`config.mk`:
```
export PLATFORM = sky130hd
export DESIGN_NAME = i2c_start_ctrl
export DESIGN_NICKNAME = d
export VERILOG_FILES = /design/src/rtl/i2c_sc_pkg.sv /design/src/rtl/i2c_glitch_filter.sv /design/src/rtl/i2c_cond_detect.sv /design/src/rtl/i2c_start_gen.sv /design/src/rtl/i2c_start_ctrl.sv
export SDC_FILE = /design/constraint.sdc
export NUM_CORES = 1
export LEC_CHECK = 0
export ABC_CLOCK_PERIOD_IN_PS = 2500
export BUFFER_PORTS_ARGS = -buffer_cell sky130_fd_sc_hd__buf_2
export CAP_MARGIN = 15
export CORE_MARGIN = 10
export CORE_UTILIZATION = 35
export CTS_CLUSTER_DIAMETER = 120
export DETAILED_ROUTE_END_ITERATION = 16
export PLACE_DENSITY = 0.49
export SLEW_MARGIN = 15
export SYNTH_ARGS = -nofsm -noshare
export SYNTH_HDL_FRONTEND = slang
export SYNTH_SLANG_ARGS = --single-unit
```
`constraint.sdc`:
```
create_clock -name clk -period 2.5 [get_ports clk]
set_input_delay 0.125 -clock clk [delete_from_list [all_inputs] [get_ports clk]]
set_output_delay 0.125 -clock clk [all_outputs]
set_load 0.005 [all_outputs]
```
`src/rtl/i2c_sc_pkg.sv`:
```
package i2c_sc_pkg;

  typedef enum logic [1:0] {
    GEN_IDLE,
    GEN_SDA,
    GEN_BOTH,
    GEN_HAND
  } gen_state_e;

  // Effective phase length: programmed count, never below the floor that
  // keeps every phase longer than the glitch filter window.
  function automatic int unsigned hold_len(input int unsigned prog,
                                           input int unsigned floor_val);
    return (prog < floor_val) ? floor_val : prog;
  endfunction

endpackage

```
`src/rtl/i2c_glitch_filter.sv`:
```
module i2c_glitch_filter #(
  parameter int SYNC_STAGES = 2,
  parameter int FILT_TAPS   = 3
) (
  input  logic clk,
  input  logic rst_n,
  input  logic raw,
  output logic filt
);

  logic [SYNC_STAGES-1:0] sync_q;
  logic [FILT_TAPS-1:0]   hist_q;

  always_ff @(posedge clk or negedge rst_n) begin
    if (!rst_n) begin
      sync_q <= '1;
      hist_q <= '1;
      filt   <= 1'b1;
    end else begin
      sync_q <= {sync_q[SYNC_STAGES-2:0], raw};
      hist_q <= {hist_q[FILT_TAPS-2:0], sync_q[SYNC_STAGES-1]};
      if (&hist_q)       filt <= 1'b1;
      else if (~|hist_q) filt <= 1'b0;
    end
  end

endmodule

```
`src/rtl/i2c_cond_detect.sv`:
```
module i2c_cond_detect (
  input  logic clk,
  input  logic rst_n,
  input  logic scl_f,
  input  logic sda_f,
  output logic start_evt,
  output logic stop_evt,
  output logic start_seen,
  output logic stop_seen
);

  logic scl_prev, sda_prev;

  assign start_evt = scl_prev & scl_f & sda_prev & ~sda_f;
  assign stop_evt  = scl_prev & scl_f & ~sda_prev & sda_f;

  always_ff @(posedge clk or negedge rst_n) begin
    if (!rst_n) begin
      scl_prev   <= 1'b1;
      sda_prev   <= 1'b1;
      start_seen <= 1'b0;
      stop_seen  <= 1'b1;
    end else begin
      scl_prev <= scl_f;
      sda_prev <= sda_f;
      if (start_evt) begin
        start_seen <= 1'b1;
        stop_seen  <= 1'b0;
      end else if (stop_evt) begin
        start_seen <= 1'b0;
        stop_seen  <= 1'b1;
      end
    end
  end

endmodule

```
`src/rtl/i2c_start_gen.sv`:
```
module i2c_start_gen
  import i2c_sc_pkg::*;
#(
  parameter int HOLD_W   = 8,
  parameter int MIN_HOLD = 4
) (
  input  logic              clk,
  input  logic              rst_n,
  input  logic              start_req_set,
  input  logic [HOLD_W-1:0] hold_count,
  input  logic              stop_seen,
  input  logic              bus_idle,
  output logic              scl_drive_low,
  output logic              sda_drive_low,
  output logic              start_pending,
  output logic              start_done
);

  gen_state_e        state_q;
  logic [HOLD_W-1:0] cnt_q;
  logic [HOLD_W-1:0] len_q;
  logic [HOLD_W-1:0] len_now;
  logic              launch;
  logic              pend_clr;

  assign len_now  = HOLD_W'(hold_len(int'(hold_count), MIN_HOLD));
  assign launch   = (state_q == GEN_IDLE) && start_pending && stop_seen && bus_idle;
  assign pend_clr = (state_q == GEN_BOTH) && (cnt_q == '0);

  assign sda_drive_low = (state_q == GEN_SDA) || (state_q == GEN_BOTH);
  assign scl_drive_low = (state_q == GEN_BOTH) || (state_q == GEN_HAND);
  assign start_done    = (state_q == GEN_HAND);

  always_ff @(posedge clk or negedge rst_n) begin
    if (!rst_n) begin
      start_pending <= 1'b0;
    end else begin
      start_pending <= (start_pending & ~pend_clr) | start_req_set;
    end
  end

  always_ff @(posedge clk or negedge rst_n) begin
    if (!rst_n) begin
      state_q <= GEN_IDLE;
      cnt_q   <= '0;
      len_q   <= '0;
    end else begin
      unique case (state_q)
        GEN_IDLE: if (launch) begin
          state_q <= GEN_SDA;
          len_q   <= len_now;
          cnt_q   <= len_now - HOLD_W'(1);
        end
        GEN_SDA: begin
          if (cnt_q == '0) begin
            state_q <= GEN_BOTH;
            cnt_q   <= len_q - HOLD_W'(1);
          end else begin
            cnt_q <= cnt_q - HOLD_W'(1);
          end
        end
        GEN_BOTH: begin
          if (cnt_q == '0) state_q <= GEN_HAND;
          else             cnt_q   <= cnt_q - HOLD_W'(1);
        end
        GEN_HAND: state_q <= GEN_IDLE;
        default:  state_q <= GEN_IDLE;
      endcase
    end
  end

endmodule

```
`src/rtl/i2c_start_ctrl.sv`:
```
module i2c_start_ctrl #(
  parameter int HOLD_W      = 8,
  parameter int MIN_HOLD    = 4,
  parameter int SYNC_STAGES = 2,
  parameter int FILT_TAPS   = 3
) (
  input  logic              clk,
  input  logic              rst_n,
  input  logic              start_req_set,
  input  logic [HOLD_W-1:0] hold_count,
  input  logic              scl_in,
  input  logic              sda_in,
  output logic              scl_drive_low,
  output logic              sda_drive_low,
  output logic              start_pending,
  output logic              start_seen,
  output logic              stop_seen,
  output logic              start_done
);

  localparam int NUM_LINES = 2;
  localparam int SCL_IDX   = 0;
  localparam int SDA_IDX   = 1;

  logic [NUM_LINES-1:0] raw_lines;
  logic [NUM_LINES-1:0] filt_lines;
  logic                 start_evt;
  logic                 stop_evt;
  logic                 bus_idle;

  assign raw_lines = {sda_in, scl_in};
  assign bus_idle  = &filt_lines;

  for (genvar g = 0; g < NUM_LINES; g++) begin : g_line
    i2c_glitch_filter #(
      .SYNC_STAGES(SYNC_STAGES),
      .FILT_TAPS  (FILT_TAPS)
    ) u_filt (
      .clk  (clk),
      .rst_n(rst_n),
      .raw  (raw_lines[g]),
      .filt (filt_lines[g])
    );
  end

  i2c_cond_detect u_det (
    .clk       (clk),
    .rst_n     (rst_n),
    .scl_f     (filt_lines[SCL_IDX]),
    .sda_f     (filt_lines[SDA_IDX]),
    .start_evt (start_evt),
    .stop_evt  (stop_evt),
    .start_seen(start_seen),
    .stop_seen (stop_seen)
  );

  i2c_start_gen #(
    .HOLD_W  (HOLD_W),
    .MIN_HOLD(MIN_HOLD)
  ) u_gen (
    .clk          (clk),
    .rst_n        (rst_n),
    .start_req_set(start_req_set),
    .hold_count   (hold_count),
    .stop_seen    (stop_seen),
    .bus_idle     (bus_idle),
    .scl_drive_low(scl_drive_low),
    .sda_drive_low(sda_drive_low),
    .start_pending(start_pending),
    .start_done   (start_done)
  );

endmodule

```
==> impl_metrics.json <==
{
  "drv_cap": 0,
  "holdWs_ps": 18.4,
  "ant_nets": 0,
  "yosys-top-cells-area": "dfrtp_1, dfstp_2, ha_1, o21ai_0, mux2_2",
  "min_period_ps": 2220,
  "ios": 19,
  "yosysWarnings": 0,
  "worstSetupEndpointType": "register",
  "reg2reg_slack_ps": 280,
  "die_y_um": 93.9,
  "clock-sinks": 35,
  "vias": 1476,
  "hold_path.class": "in2reg",
  "synth_cell_types": 45,
  "core_area_um2": 5200,
  "syn_to_final_growth_pct": 14.5,
  "wl_mm": 4.35,
  "max_freq_ghz": 0.451,
  "synth_compound_area_frac": 0.175,
  "globalplace.congestion": 0.823,
  "total_power_mw": 2.71,
  "hpwl_mm": 3.30,
  "drtPass1Iterations": 4,
  "min_from": "start_req_set",
  "cts_tree": "done",
  "hold-path-cell-count": 2,
  "viasPerCell": 5.14,
  "synth_ff_type": "dfrtp_1",
  "cp_max_fo": 6,
  "synth_area_um2": 1910,
  "clockBufferDepth": 2,
  "rr_worst_depth": 7,
  "yosys-mux-area-fraction": 0.0504,
  "crit_chain": "inv_1 > ha_1 > or3b_4 > nand2b_1 > o31ai_1 > a2bb2oi_1 > o21ai_0",
  "slowest_delay_ps": 440,
  "cts_root_buf": "clkbuf_8",
  "die_area_um2": 8820,
  "slowest_stage": "dfrtp_1",
  "yosys.area_share.adder": 0.0523,
  "async_flop_share": 1.00,
  "synth_top_family_by_area": "compound AO/OA/AOI/OAI gates",
  "layout-drive-gt1-share": 0.272,
  "power_leakage_nw": 0.942,
  "ctsResizeCount": 0,
  "antenna_found_initial": 0,
  "power_density_nw_per_um2": 1240,
  "clkTransAtPathRegs_ps": 70,
  "rsz0062_at_grt": "false",
  "setup_viol": 0,
  "die_w_um": 93.9,
  "syn_nets": 212,
  "synthXorXnorAreaFrac": 0.0366,
  "synth_edf_count": 0,
  "path_class": "reg2reg",
  "start_kind": "register",
  "synth.avg_cell_area_um2": 10.0,
  "initial_utilization": 0.368,
  "yosys.area_share.simple": 0.169,
  "synth_cells": 191,
  "r2r_end": "u_gen.cnt_q[4]",
  "tightest_slew_ps": 756,
  "drc": 0,
  "setup-tns-final_ps": 0,
  "fin_worst_skew_ps": 4.48,
  "gr-total-overflow": 0,
  "grt_use_total": 0.105,
  "htree_levels": 2,
  "finalHoldViolCount": 0,
  "yosys.area.top_type_share": 0.262,
  "min_period_over_period": 0.886,
  "port_buffers": 18,
  "required_ps": 2650,
  "num_rows": 26,
  "ys_ff_latch": 35,
  "cts_buffers": 5,
  "vdd_drop_max_mv": 0.465,
  "reg2reg_from": "u_gen.cnt_q[0]",
  "yosysTopAreaCell": "dfrtp_1",
  "status": "complete, no violations",
  "grt_pass1_vias": 1472,
  "slew_headroom": 0.496,
  "grt_pass1_wl_mm": 7.44,
  "avgRoutedWirePerCell_um": 15.2,
  "slew_violations": 0,
  "critPathArrivalTime_ps": 2370,
  "synth_seq_area_share": 0.468,
  "grt_max_degree": 36,
  "diodes": 0,
  "clk_latency_ps": 280,
  "drtIter0Drc": 89,
  "final_nets": 237,
  "hold_path_end": "u_gen.start_pending"
}
-- layout by cell type (no fill, tap or decap), types with 5 or more instances in the layout --
cell type	n
dfrtp_1	20
inv_1	13
nor2_1	14
o31ai_1	6
o21ai_0	17
dfstp_2	15
a21oi_1	11
mux2_2	5
clkbuf_8	6
nand2_1	13
ha_1	8
nor3_1	7
buf_2	18
xnor2_1	5
-- cells in the mapped netlist (2+ instances only) --
master    count
dfrtp_1      20
o21ai_0      17
dfstp_2      15
nor2_1       14
inv_1        13
nand2_1      13
a21oi_1      11
ha_1          8
nor3_1        7
o31ai_1       6
mux2_2        5
xnor2_1       5
mux2i_1       4
nand3_1       4
nor2b_1       4
a31oi_1       3
nor4_1        3
o32a_1        3
xor2_1        3
a211o_1       2
buf_6         2
nand2b_1      2
nor2_2        2
or3_2         2
or4_1         2
or4_4         2
-- registers in the layout, indices dropped and copies added, names as in the netlist --
signal,count
u_gen.cnt_q,8
u_gen.len_q,8
g_line.u_filt.hist_q,6
g_line.u_filt.sync_q,4
g_line.u_filt.filt,2
u_gen.state_q,2
u_det.scl_prev,1
u_det.sda_prev,1
u_det.start_seen,1
u_det.stop_seen,1
u_gen.start_pending,1
-- worst max-delay path, delay by kind of cell, from the launching register on --
kind	cells	cell delay (ps)
compound gates	3	700
fa+ha+maj	1	170
simple gates	2	680
buf+inv	1	100
flops	1	440
-- worst max-delay path by stage --
stage / start / endpoint / slack (ps) / depth (start not counted)
3_5_place_dp: hold_count[4] / u_gen.cnt_q[4] / 60 / 9
6_report: u_gen.cnt_q[0] / u_gen.cnt_q[4] / 280 / 7
4_1_cts: u_gen.cnt_q[0] / u_gen.cnt_q[4] / 290 / 7
5_1_grt: u_gen.cnt_q[0] / u_gen.cnt_q[4] / 170 / 7
3_3_place_gp: hold_count[4] / u_gen.cnt_q[4] / 180 / 9
2_1_floorplan: hold_count[4] / u_gen.cnt_q[4] / 330 / 8
-- report_power, final --
group	internal [mW]	leakage, nW	switching, mW
combinational	0.584	0.497	0.731
sequential	0.771	0.397	0.203
clock	0.222	0.0482	0.200
-- timing repair --
action	in CTS	in global routing
buffers inserted	0	0
hold buffers	3	0
hold endpoints to repair	22	0
-- area by class of cell --
| type | count | area, um2 |
|---|---|---|
| repair buffers | 24 | 143 |
| inverters | 13 | 48.8 |
| multi-input cells | 137 | 926 |
| well taps | 70 | 87.6 |
| clock inverters | 1 | 5.00 |
| flip-flops and latches | 35 | 895 |
| fillers | 531 | 3010 |
| clock buffers | 7 | 86.3 |
-- cells by family after synthesis --
| kind of cell | after synthesis |
|---|---|
| AND/OR/NAND/NOR | 61 |
| flip-flops | 35 |
| AO/OA/AOI/OAI | 51 |
| multiplexers | 9 |
| adder cells (fa/ha/maj) | 8 |
| buffers and inverters | 19 |
| XOR/XNOR | 8 |
-- stage by stage --
step / instance area [um2] / utilization / instances / worst slack, ps
floorplan: 1910 / - / 191 / 331
finish: 2190 / 0.421 / 287 / 284
global route: 2190 / 0.421 / 287 / 165
CTS: 2190 / 0.421 / 287 / 291
detailed placement: 2070 / 0.398 / 276 / 61.2
global placement: 2070 / 0.398 / 276 / 175
-- layer usage --
metal | GRT usage | vias to the layer above | wire length (um)
met5 | 0 | - | 0
met4 | 0.0329 | 0 | 23
met3 | 0.0296 | 2 | 174
met2 | 0.162 | 18 | 2100
met1 | 0.139 | 722 | 2060
li1 | - | 734 | -
No activity file was read; power rests on OpenSTA's default activity.
